===== src/rtl/sbt_pkg.sv =====
// Shared types for the SDRAM bank state tracker.
// Assumes active-low command lines and an inhibit whenever chip select is high.
package sbt_pkg;

    typedef enum logic [2:0] {
        CMD_NOP,
        CMD_OPEN,
        CMD_READ,
        CMD_WRITE,
        CMD_CLOSE,
        CMD_REFRESH,
        CMD_MODE,
        CMD_STOP
    } sbt_cmd_e;

    // Map the four strobe lines onto a command; chip select high is a no-op.
    function automatic sbt_cmd_e sbt_decode(input logic cs_n, input logic ras_n,
                                            input logic cas_n, input logic we_n);
        sbt_cmd_e c;
        if (cs_n) begin
            c = CMD_NOP;
        end else begin
            case ({ras_n, cas_n, we_n})
                3'b011:  c = CMD_OPEN;
                3'b101:  c = CMD_READ;
                3'b100:  c = CMD_WRITE;
                3'b010:  c = CMD_CLOSE;
                3'b001:  c = CMD_REFRESH;
                3'b000:  c = CMD_MODE;
                3'b110:  c = CMD_STOP;
                default: c = CMD_NOP;
            endcase
        end
        return c;
    endfunction

endpackage


===== src/rtl/sbt_cmd_decode.sv =====
// Command decoder: turns the strobe lines and bank address into a command
// code, a one-hot bank target and a target mask for bank close.
// Assumes BANKS is a power of two matching the width of ba.
module sbt_cmd_decode
    import sbt_pkg::*;
#(
    parameter int BANKS  = 4,
    parameter int ADDR_W = 11,
    localparam int BA_W  = $clog2(BANKS)
) (
    input  logic              cs_n,
    input  logic              ras_n,
    input  logic              cas_n,
    input  logic              we_n,
    input  logic [BA_W-1:0]   ba,
    input  logic [ADDR_W-1:0] addr,
    output sbt_cmd_e          cmd,
    output logic [BANKS-1:0]  ba_hot,
    output logic [BANKS-1:0]  close_mask,
    output logic              flag_bit
);
    localparam int FLAG_POS = ADDR_W - 1;

    // Command code from the strobe lines.
    always_comb cmd = sbt_decode(cs_n, ras_n, cas_n, we_n);

    // The flag bit selects self-close on accesses and all-bank close on close.
    always_comb flag_bit = addr[FLAG_POS];

    for (genvar b = 0; b < BANKS; b++) begin : g_hot
        // One-hot bank selection and close targeting per bank.
        always_comb begin
            ba_hot[b]     = (ba == BA_W'(b));
            close_mask[b] = flag_bit | (ba == BA_W'(b));
        end
    end

endmodule


===== src/rtl/sbt_bank.sv =====
// One bank's state: open flag, stored row, self-close burst counter and
// close recovery counter. Assumes the parent only asserts do_close on an
// open bank with no self-close pending, and never two requests at once.
module sbt_bank #(
    parameter int ROW_W   = 11,
    parameter int TMR_W   = 4,
    parameter int BURST_W = 4
) (
    input  logic               clk,
    input  logic               rst_n,
    input  logic               do_open,
    input  logic               do_close,
    input  logic               do_autoclose,
    input  logic [ROW_W-1:0]   row_in,
    input  logic [TMR_W-1:0]   cfg_trp,
    input  logic [BURST_W-1:0] cfg_burst,
    output logic               active,
    output logic [ROW_W-1:0]   row,
    output logic               recovering,
    output logic               auto_pending
);
    logic [BURST_W-1:0] burst_cnt;
    logic [TMR_W-1:0]   rec_cnt;
    logic [TMR_W-1:0]   rec_load;
    logic [BURST_W-1:0] burst_load;
    logic               auto_fire;

    // Counter reload values; a zero setting behaves as one cycle.
    always_comb begin
        rec_load   = (cfg_trp == '0)   ? '0 : cfg_trp - 1'b1;
        burst_load = (cfg_burst == '0) ? BURST_W'(1) : cfg_burst;
    end

    // The self-close happens on the cycle the burst counter sits at one.
    always_comb auto_fire = auto_pending && (burst_cnt == BURST_W'(1));

    // Open flag and row register.
    always_ff @(posedge clk) begin
        if (!rst_n) begin
            active <= 1'b0;
            row    <= '0;
        end else if (do_open) begin
            active <= 1'b1;
            row    <= row_in;
        end else if (do_close || auto_fire) begin
            active <= 1'b0;
        end
    end

    // Burst countdown for a pending self-close.
    always_ff @(posedge clk) begin
        if (!rst_n) begin
            auto_pending <= 1'b0;
            burst_cnt    <= '0;
        end else if (do_autoclose) begin
            auto_pending <= 1'b1;
            burst_cnt    <= burst_load;
        end else if (auto_fire) begin
            auto_pending <= 1'b0;
            burst_cnt    <= '0;
        end else if (auto_pending) begin
            burst_cnt <= burst_cnt - 1'b1;
        end
    end

    // Recovery countdown started by any close of this bank.
    always_ff @(posedge clk) begin
        if (!rst_n) begin
            rec_cnt <= '0;
        end else if (do_close || auto_fire) begin
            rec_cnt <= rec_load;
        end else if (rec_cnt != '0) begin
            rec_cnt <= rec_cnt - 1'b1;
        end
    end

    // Recovery is in progress while the counter is non-zero.
    always_comb recovering = (rec_cnt != '0);

endmodule


===== src/rtl/sbt_refresh_timer.sv =====
// Refresh recovery timer shared by all banks: busy for cfg_trc-1 cycles
// after the refresh edge. Assumes start is only raised for an accepted refresh.
module sbt_refresh_timer #(
    parameter int TMR_W = 4
) (
    input  logic             clk,
    input  logic             rst_n,
    input  logic             start,
    input  logic [TMR_W-1:0] cfg_trc,
    output logic             busy
);
    logic [TMR_W-1:0] cnt;

    // Load on refresh, count down to zero otherwise.
    always_ff @(posedge clk) begin
        if (!rst_n) begin
            cnt <= '0;
        end else if (start) begin
            cnt <= (cfg_trc == '0) ? '0 : cfg_trc - 1'b1;
        end else if (cnt != '0) begin
            cnt <= cnt - 1'b1;
        end
    end

    // Any non-zero count blocks every command.
    always_comb busy = (cnt != '0);

endmodule


===== src/rtl/sdram_bank_tracker.sv =====
// Top level of the bank state tracker. Decodes each command, judges it
// against bank state and recovery timers, applies accepted commands and
// pulses one violation flag for a rejected one.
// Assumes commands are sampled on the rising edge and that a recovery
// violation outranks a state or open-bank violation.
module sdram_bank_tracker
    import sbt_pkg::*;
#(
    parameter int BANKS   = 4,
    parameter int ADDR_W  = 11,
    parameter int ROW_W   = 11,
    parameter int TMR_W   = 4,
    parameter int BURST_W = 4,
    localparam int BA_W   = $clog2(BANKS)
) (
    input  logic                   clk,
    input  logic                   rst_n,
    input  logic                   cs_n,
    input  logic                   ras_n,
    input  logic                   cas_n,
    input  logic                   we_n,
    input  logic [BA_W-1:0]        ba,
    input  logic [ADDR_W-1:0]      addr,
    input  logic [TMR_W-1:0]       cfg_trp,
    input  logic [TMR_W-1:0]       cfg_trc,
    input  logic [BURST_W-1:0]     cfg_burst,
    output logic [BANKS-1:0]       bank_active,
    output logic [BANKS*ROW_W-1:0] open_row,
    output logic [BANKS-1:0]       bank_ready,
    output logic [ADDR_W-1:0]      mode_word,
    output logic                   viol_early,
    output logic                   viol_state,
    output logic                   viol_open
);
    sbt_cmd_e         cmd;
    logic [BANKS-1:0] ba_hot;
    logic [BANKS-1:0] close_mask;
    logic             flag_bit;
    logic [BANKS-1:0] recovering;
    logic [BANKS-1:0] auto_pending;
    logic             refresh_busy;

    logic is_bank_cmd, is_rw, is_global;
    logic early, state_err, open_err;
    logic accept;
    logic [BANKS-1:0] do_open, do_close, do_autoclose;

    sbt_cmd_decode #(
        .BANKS (BANKS),
        .ADDR_W(ADDR_W)
    ) u_dec (
        .cs_n      (cs_n),
        .ras_n     (ras_n),
        .cas_n     (cas_n),
        .we_n      (we_n),
        .ba        (ba),
        .addr      (addr),
        .cmd       (cmd),
        .ba_hot    (ba_hot),
        .close_mask(close_mask),
        .flag_bit  (flag_bit)
    );

    sbt_refresh_timer #(
        .TMR_W(TMR_W)
    ) u_ref (
        .clk    (clk),
        .rst_n  (rst_n),
        .start  (accept && (cmd == CMD_REFRESH)),
        .cfg_trc(cfg_trc),
        .busy   (refresh_busy)
    );

    for (genvar b = 0; b < BANKS; b++) begin : g_bank
        sbt_bank #(
            .ROW_W  (ROW_W),
            .TMR_W  (TMR_W),
            .BURST_W(BURST_W)
        ) u_bank (
            .clk         (clk),
            .rst_n       (rst_n),
            .do_open     (do_open[b]),
            .do_close    (do_close[b]),
            .do_autoclose(do_autoclose[b]),
            .row_in      (addr[ROW_W-1:0]),
            .cfg_trp     (cfg_trp),
            .cfg_burst   (cfg_burst),
            .active      (bank_active[b]),
            .row         (open_row[b*ROW_W +: ROW_W]),
            .recovering  (recovering[b]),
            .auto_pending(auto_pending[b])
        );
    end

    // A bank is ready with no recovery, no pending self-close and no refresh.
    always_comb bank_ready = ~recovering & ~auto_pending & {BANKS{~refresh_busy}};

    // Command class flags.
    always_comb begin
        is_rw       = (cmd == CMD_READ) || (cmd == CMD_WRITE);
        is_bank_cmd = (cmd == CMD_OPEN) || is_rw;
        is_global   = (cmd == CMD_MODE) || (cmd == CMD_REFRESH);
    end

    // Judge the command against timers and bank state.
    always_comb begin
        early     = 1'b0;
        state_err = 1'b0;
        open_err  = 1'b0;
        if (is_bank_cmd) begin
            early     = !bank_ready[ba];
            state_err = (cmd == CMD_OPEN) ? bank_active[ba] : !bank_active[ba];
        end else if (cmd == CMD_CLOSE) begin
            early = refresh_busy || (|(close_mask & auto_pending));
        end else if (is_global) begin
            early    = refresh_busy || (|recovering);
            open_err = |bank_active;
        end
    end

    // Accept only a checked command with no violation.
    always_comb accept = (is_bank_cmd || is_global || (cmd == CMD_CLOSE))
                         && !early && !state_err && !open_err;

    // Per-bank requests for the accepted command.
    always_comb begin
        do_open      = (accept && (cmd == CMD_OPEN)) ? ba_hot : '0;
        do_autoclose = (accept && is_rw && flag_bit) ? ba_hot : '0;
        do_close     = (accept && (cmd == CMD_CLOSE)) ? (close_mask & bank_active) : '0;
    end

    // Operating word capture on an accepted mode load.
    always_ff @(posedge clk) begin
        if (!rst_n) begin
            mode_word <= '0;
        end else if (accept && (cmd == CMD_MODE)) begin
            mode_word <= addr;
        end
    end

    // One-cycle violation pulses, recovery first.
    always_ff @(posedge clk) begin
        if (!rst_n) begin
            viol_early <= 1'b0;
            viol_state <= 1'b0;
            viol_open  <= 1'b0;
        end else begin
            viol_early <= early;
            viol_state <= !early && state_err;
            viol_open  <= !early && open_err;
        end
    end

endmodule


===== config.mk =====
export PLATFORM = sky130hd
export DESIGN_NAME = sdram_bank_tracker
export DESIGN_NICKNAME = d
export VERILOG_FILES = /design/src/rtl/sbt_pkg.sv /design/src/rtl/sbt_cmd_decode.sv /design/src/rtl/sbt_bank.sv /design/src/rtl/sbt_refresh_timer.sv /design/src/rtl/sdram_bank_tracker.sv
export SDC_FILE = /design/constraint.sdc
export NUM_CORES = 1
export LEC_CHECK = 0
export CAP_MARGIN = 20
export CORE_MARGIN = 2
export CORE_UTILIZATION = 40
export CTS_CLUSTER_DIAMETER = 200
export DETAILED_ROUTE_END_ITERATION = 8
export DONT_BUFFER_PORTS = 1
export SLEW_MARGIN = 20
export SYNTH_ARGS = -nofsm -noshare
export SYNTH_HDL_FRONTEND = slang
export SYNTH_SLANG_ARGS = --single-unit

===== constraint.sdc =====
create_clock -name clk -period 3.5 [get_ports clk]
set_input_delay 0.525 -clock clk [delete_from_list [all_inputs] [get_ports clk]]
set_output_delay 0.525 -clock clk [all_outputs]
set_load 0.02 [all_outputs]

# Word-level counts from Yosys, hierarchy flattened
# Cells that the tools add are included.
[word_totals] regBits=102 latch_bits=0 ram_bits=0 romBits=0 in_bits=31 output_inout_bits=66 word_cells=186 mem_count=0
[classes] n_addsub=11 n_mul=0 div=0 magnitude_cmp=1 n_eq_ne=19 shifts=0 mux=58 n_bitwise=11 reduce_logical=61
[op_table] operator="4-bit 2-to-1 mux" count=28
[op_table] operator="4-bit by 1-bit subtractor with 4-bit output, second input constant" count=11
[op_table] operator="1-bit 2-to-1 mux" count=26
[op_table] operator="2-bit nonzero test" count=13
[op_table] operator="3-bit case mux with 7 select lines" count=1
[op_table] operator="4-bit nonzero test" count=5
[op_table] operator="3-bit == test, second input constant" count=6
[op_table] operator="4-bit AND" count=4
[op_table] operator="4-bit by 1-bit == test with 1-bit output, second input constant" count=4
[op_table] operator="1-bit logical AND" count=15
[op_table] operator="3-bit by 2-bit == test with 1-bit output, second input constant" count=4
[op_table] operator="4-bit logical NOT" count=3
[op_table] operator="3-bit nonzero test" count=4
[op_table] operator="4-bit OR reduction" count=3
[op_table] operator="1-bit logical OR" count=11
[op_table] operator="4-bit inverter" count=2
[op_table] operator="3-bit by 1-bit == test with 1-bit output, second input constant" count=2
[op_table] operator="1-bit logical NOT" count=5
[op_table] operator="1-bit binary-select mux with 2-bit select" count=2
[op_table] operator="2-bit == test, second input constant" count=2
[op_table] operator="1-bit OR" count=4
[op_table] operator="3-bit logical NOT" count=1
[op_table] operator="2-bit by 3-bit less-than comparator with 1-bit output, second input constant" count=1
[op_table] operator="3-bit 2-to-1 mux" count=1
[op_table] operator="other kinds (3)" count=3

# Logic depth before layout (Yosys ltp)
[depth] word_depth=17 ltp_mapped=11 depth_no_buf=9

# Hierarchy
# A second synthesis with hierarchy kept.
[unflattened] cells_unflattened=586 hier_area_um2=5281.3
[modules_own_cells] module="sbt_bank" instances=4 cells_per_inst=106 area_per_inst_um2=1007.2 seq_area_each_um2=420.4
[modules_own_cells] module="sdram_bank_tracker" instances=1 cells_per_inst=110 area_per_inst_um2=840.8 seq_area_each_um2=280.3
[modules_own_cells] module="sbt_refresh_timer" instances=1 cells_per_inst=35 area_per_inst_um2=290.3 seq_area_each_um2=80.1
[modules_own_cells] module="sbt_cmd_decode" instances=1 cells_per_inst=17 area_per_inst_um2=121.4 seq_area_each_um2=0.0

# Least setup slack after synthesis
# Ideal clock, no wire load.
[synth_path] kind="input port to flip-flop" start="input ba[1]" end="register g_bank[2].u_bank.row[10]" setup_ps=128 t_arrival_ps=2490 required_ps=3372 path_slack_ps=882 stages=8 n_path_buf=2 cell_sequence="buf_6 > mux4_2 > a311o_1 > a21o_1 > nor4_4 > buf_6 > mux2i_1 > nor2_1"
[synth_between] elab_chain_len=13 elab_cells_between_ends=28 cone_classes="eq/ne: 3; mux: 9; bitwise: 5; reduce/logical: 11"
[synth_lines] element="start, declared" line="sdram_bank_tracker.sv:22" source="input logic [BA_W-1:0] ba,"
[synth_lines] element="2-bit by 1-bit == test with 1-bit output (tied with other cells)" line="sbt_cmd_decode.sv:34" source="close_mask[b] = flag_bit | (ba == BA_W'(b));"
[synth_lines] element="1-bit OR" line="sbt_cmd_decode.sv:34"
[synth_lines] element="4-bit AND" line="sdram_bank_tracker.sv:114" source="early = refresh_busy || (|(close_mask & auto_pending));"
[synth_lines] element="4-bit OR reduction" line="sdram_bank_tracker.sv:114"
[synth_lines] element="1-bit logical OR" line="sdram_bank_tracker.sv:114"
[synth_lines] element="1-bit 2-to-1 mux" line="sdram_bank_tracker.sv:113" source="end else if (cmd == CMD_CLOSE) begin"
[synth_lines] element="1-bit 2-to-1 mux" line="sdram_bank_tracker.sv:110" source="if (is_bank_cmd) begin"
[synth_lines] element="1-bit logical NOT" line="sdram_bank_tracker.sv:123" source="&& !early && !state_err && !open_err;"
[synth_lines] element="1-bit logical AND (3 in a row)" line="sdram_bank_tracker.sv:123"
[synth_lines] element="1-bit logical AND" line="sdram_bank_tracker.sv:127" source="do_open = (accept && (cmd == CMD_OPEN)) ? ba_hot : '0;"
[synth_lines] element="4-bit 2-to-1 mux *" line="sdram_bank_tracker.sv:127"
[synth_lines] element="end signal, assigned" line="sbt_bank.sv:44" source="row <= row_in;"
[synth_lines] element="end, declared" line="sbt_bank.sv:18" source="output logic [ROW_W-1:0] row,"
# Mark *: on every way between the ends. The rest lies on a longest branch, timed or not. The select of a mux whose other input is x is not followed.
# A chain may end at the register's enable or synchronous reset.

# Final worst setup path
[layout_path] start="register g_bank[3].u_bank.rec_cnt[0]" end="register g_bank[3].u_bank.burst_cnt[0]"
[layout_between] elab_chain_len=16 elab_cells_between_ends=21 cone_classes="mux: 7; bitwise: 3; reduce/logical: 11"
[layout_lines] element="start, declared" line="sbt_bank.sv:23" source="logic [TMR_W-1:0] rec_cnt;"
[layout_lines] element="start signal, assigned" line="sbt_bank.sv:71" source="rec_cnt <= rec_load;"
[layout_lines] element="start signal, assigned" line="sbt_bank.sv:73" source="rec_cnt <= rec_cnt - 1'b1;"
[layout_lines] element="4-bit nonzero test *" line="sbt_bank.sv:78" source="always_comb recovering = (rec_cnt != '0);"
[layout_lines] element="4-bit inverter" line="sdram_bank_tracker.sv:96" source="always_comb bank_ready = ~recovering & ~auto_pending & {BANKS{~refresh_busy}};"
[layout_lines] element="4-bit AND (2 in a row)" line="sdram_bank_tracker.sv:96"
[layout_lines] element="1-bit binary-select mux with 2-bit select" line="sdram_bank_tracker.sv:111" source="early = !bank_ready[ba];"
[layout_lines] element="1-bit 2-to-1 mux (implied by the code)" line="sdram_bank_tracker.sv:111"
[layout_lines] element="1-bit logical NOT" line="sdram_bank_tracker.sv:111"
[layout_lines] element="1-bit 2-to-1 mux *" line="sdram_bank_tracker.sv:110"
[layout_lines] element="1-bit logical NOT *" line="sdram_bank_tracker.sv:123"
[layout_lines] element="1-bit logical AND * (3 in a row)" line="sdram_bank_tracker.sv:123"
[layout_lines] element="1-bit logical AND * (2 in a row)" line="sdram_bank_tracker.sv:128" source="do_autoclose = (accept && is_rw && flag_bit) ? ba_hot : '0;"
[layout_lines] element="4-bit 2-to-1 mux *" line="sdram_bank_tracker.sv:128"
[layout_lines] element="3-bit nonzero test (no source line) / 4-bit 2-to-1 mux (equally long branches)"
[layout_lines] element="end signal, assigned" line="sbt_bank.sv:57" source="burst_cnt <= burst_load;"
[layout_lines] element="end signal, assigned" line="sbt_bank.sv:62" source="burst_cnt <= burst_cnt - 1'b1;"
[layout_lines] element="end, declared" line="sbt_bank.sv:22" source="logic [BURST_W-1:0] burst_cnt;"
# Marked as above.

==> out/results.txt <==
Sequential fraction of the synthesis area: 40.6%
Most frequent cells in the layout: dfxtp_1, nand2_1, mux2i_1, nor2_1, a21oi_1
CTS tree: yes
Post-CTS setup buffer count: 0
Layout cells sized above 1: 8.20%
Total track usage: 18.8%
Commonest non-fill, non-tap cell in the layout: dfxtp_1
Hold Vio Cnt, Final: 0
CP Max Fanout: 8
Clock Skew: 0.00985 ns
Final ANT Viol Nets: 0
Total CTS buffers: 9
Synth warnings: 0
Filler cell count: 1197
GRT busiest layer: met2
Largest net degree at the start of global routing: 65
FMAX: 327 MHz
Worst-Margin Slew: 0.861 ns
Root Driver: clkbuf_16
Met2 usage: 32.3%
Mapped Nets: 611
Mapped Cells: 563
WP data required: 3.75 ns
Maximum VDD drop: 339 uV
Clock network latency to the later pin of the worst-skew pair: 0.35 ns
Die width: 116 um
Buf/Inv on CP: 1
Std-Cell Rows: 40
CP Cell Sequence: inv_1 -> ha_1 -> nor3b_1 -> nand2_1 -> o41ai_2 -> a221o_1 -> nand4_1 -> or2_0 -> a21oi_1
Initial DRC count: 291
Crit Path Class: register to register
First-pass GRT wire length: 19800 um
Vias: 3850
Final min period: 3.06 ns
Avg Cell Area, Syn: 8.94 um^2
DRC: 0
Leak: 2.17 nW
Grt met3 use: 8.72%
Slowest CP cell: nor3b_1
Setup ws final: 0.439 ns
Avg Vias per Cell: 5.37
CTS Hold Bufs: 0
Clock Sinks: 102
Setup Viol. Count Final: 0
Initial core utilization: 41.4%
Drt total wl: 12300 um
CP max stage delay: 0.62 ns
Worst hold path type: input pin to register
RSZ-0062 raised after global routing: false
Asr flop ratio synth: 0%
Distinct cells, synth: 60
Global Route met1 Usage: 21.4%
Final HPWL DP: 9000 um
Clk pin slew, worst setup/hold paths: 0.07 ns
Crit path max-delay family: simple AND/OR/NAND/NOR gates
RD Place Congestion: 0.831
Post-synthesis instance area: 5030 um^2
Status: completed
Power Density: 597 nW/um^2
Initial antenna violation count: 0
#FFs+latches synth: 102
Vias in the first global route: 3881
CP Launch Type: register
Full die area: 13500 um^2
Final nets: 592
Area growth syn-to-layout: 6.96%
Synth Flop Type: dfxtp_1
CTS-repair resized insts: 0
Ports: 97
Pre-antenna DRT Iters: 4
Setup TNS: 0 ns
Routed wire length per instance: 17.2 um
DIE HEIGHT: 116 um
CTS H-tree lvls: 3
Period utilisation layout: 87.5%
# diodes: 0
Fin. max-slew vios: 0
Gr ovfl total: 0
I/O Buffers: 0
Clock buffer depth: 2
Worst slew margin: 42.6%
Critical path capture point type: register
Post-synth EDFFs: 0
Post-Place Setup Slack: 0.518 ns
Core Box Area: 12200 um^2
Maxcap violations: 0
Worst Path Arrival: 3.32 ns
sequential cells by signal (all words and copies together), names as in the netlist:
register                    count
g_bank.u_bank.auto_pending      4
g_bank.u_bank.row              44
viol_open                       1
u_ref.cnt                       4
viol_early                      1
g_bank.u_bank.burst_cnt        16
g_bank.u_bank.active            4
mode_word                      11
viol_state                      1
g_bank.u_bank.rec_cnt          16
worst paths after layout:
check | start | depth (start not counted) | to | slack, ns
setup / recovery | g_bank[3].u_bank.rec_cnt[0]$_SDFFE_PN0P_ | 9 | g_bank[3].u_bank.burst_cnt[0]$_SDFFE_PN0P_ | 0.44
hold / removal | cs_n | 1 | viol_state$_SDFF_PN0_ | 0.28
setup reg to reg | g_bank[3].u_bank.rec_cnt[0]$_SDFFE_PN0P_ | 9 | g_bank[3].u_bank.burst_cnt[0]$_SDFFE_PN0P_ | 0.44
hold reg to reg | u_ref.cnt[1]$_SDFFE_PN0P_ | 2 | u_ref.cnt[1]$_SDFFE_PN0P_ | 0.48
cells by family (layout without fill, tap and decap cells):
kind of cell             after synthesis  count (layout)  synth area share (%)
AO/OA/AOI/OAI                         80              80                  10.2
XOR/XNOR                              17              17                  2.96
adder cells (fa/ha/maj)               17              17                  4.23
buffers and inverters                 54              40                  4.97
flip-flops                           102             102                  40.6
multiplexers                          68              68                  13.8
AND/OR/NAND/NOR                      225             225                  23.2
routing by layer:
metal	part of all wire, %	vias up
li1	-	1904
met1	41	1832
met2	49	102
met3	9.2	12
met4	1.2	0
met5	0	-
where the power goes:
part           internal, mW  switching [mW]
Sequential             1.27          0.0857
Clock                 0.494           0.462
Combinational         0.386           0.515
Yosys cell counts, types with 3 or more instances:
cell,number,area (um^2)
a211oi_1,7,52.6
a21oi_1,40,200
and3_1,3,18.8
buf_4,8,60.1
clkbuf_1,20,75.1
dfxtp_1,102,2040
ha_1,17,213
inv_1,20,75.1
mux2_2,3,33.8
mux2i_1,64,641
nand2_1,67,251
nand2b_1,4,25.0
nand3_1,13,65.1
nand4_2,3,37.5
nor2_1,57,214
nor2b_1,6,37.5
nor3_1,20,100
nor3b_1,7,52.6
o211ai_1,3,22.5
o21a_1,6,45.0
o21ai_0,7,35.0
or2_0,4,25.0
or2_2,7,43.8
or3_1,9,56.3
or3b_1,3,26.3
or4b_2,5,50.1
or4bb_1,4,45.0
xnor2_1,9,78.8
xor2_1,8,70.1
layout make-up:
type	count	area, um^2	share of cell area [%]
Tap cell	168	210	3.90
Multi-Input combinational cell	407	2750	51.1
Sequential cell	102	2040	37.9
Clock inverter	6	50.0	0.930
Clock buffer	10	229	4.25
Inverter	21	80.1	1.49
Timing Repair Buffer	3	22.5	0.418
stage by stage:
step	hold slack [ns]	instance area, um^2	std cells	power (mW)	util [%]
floorplan	0.453	5030	563	2.11	-
global placement	0.466	5100	701	2.24	42.0
detailed placement	0.471	5100	701	2.28	42.0
CTS	0.267	5380	717	3.24	44.3
global route	0.257	5380	717	3.40	44.3
finish	0.280	5380	717	3.21	44.3
Power figures use the tool's default switching activity.
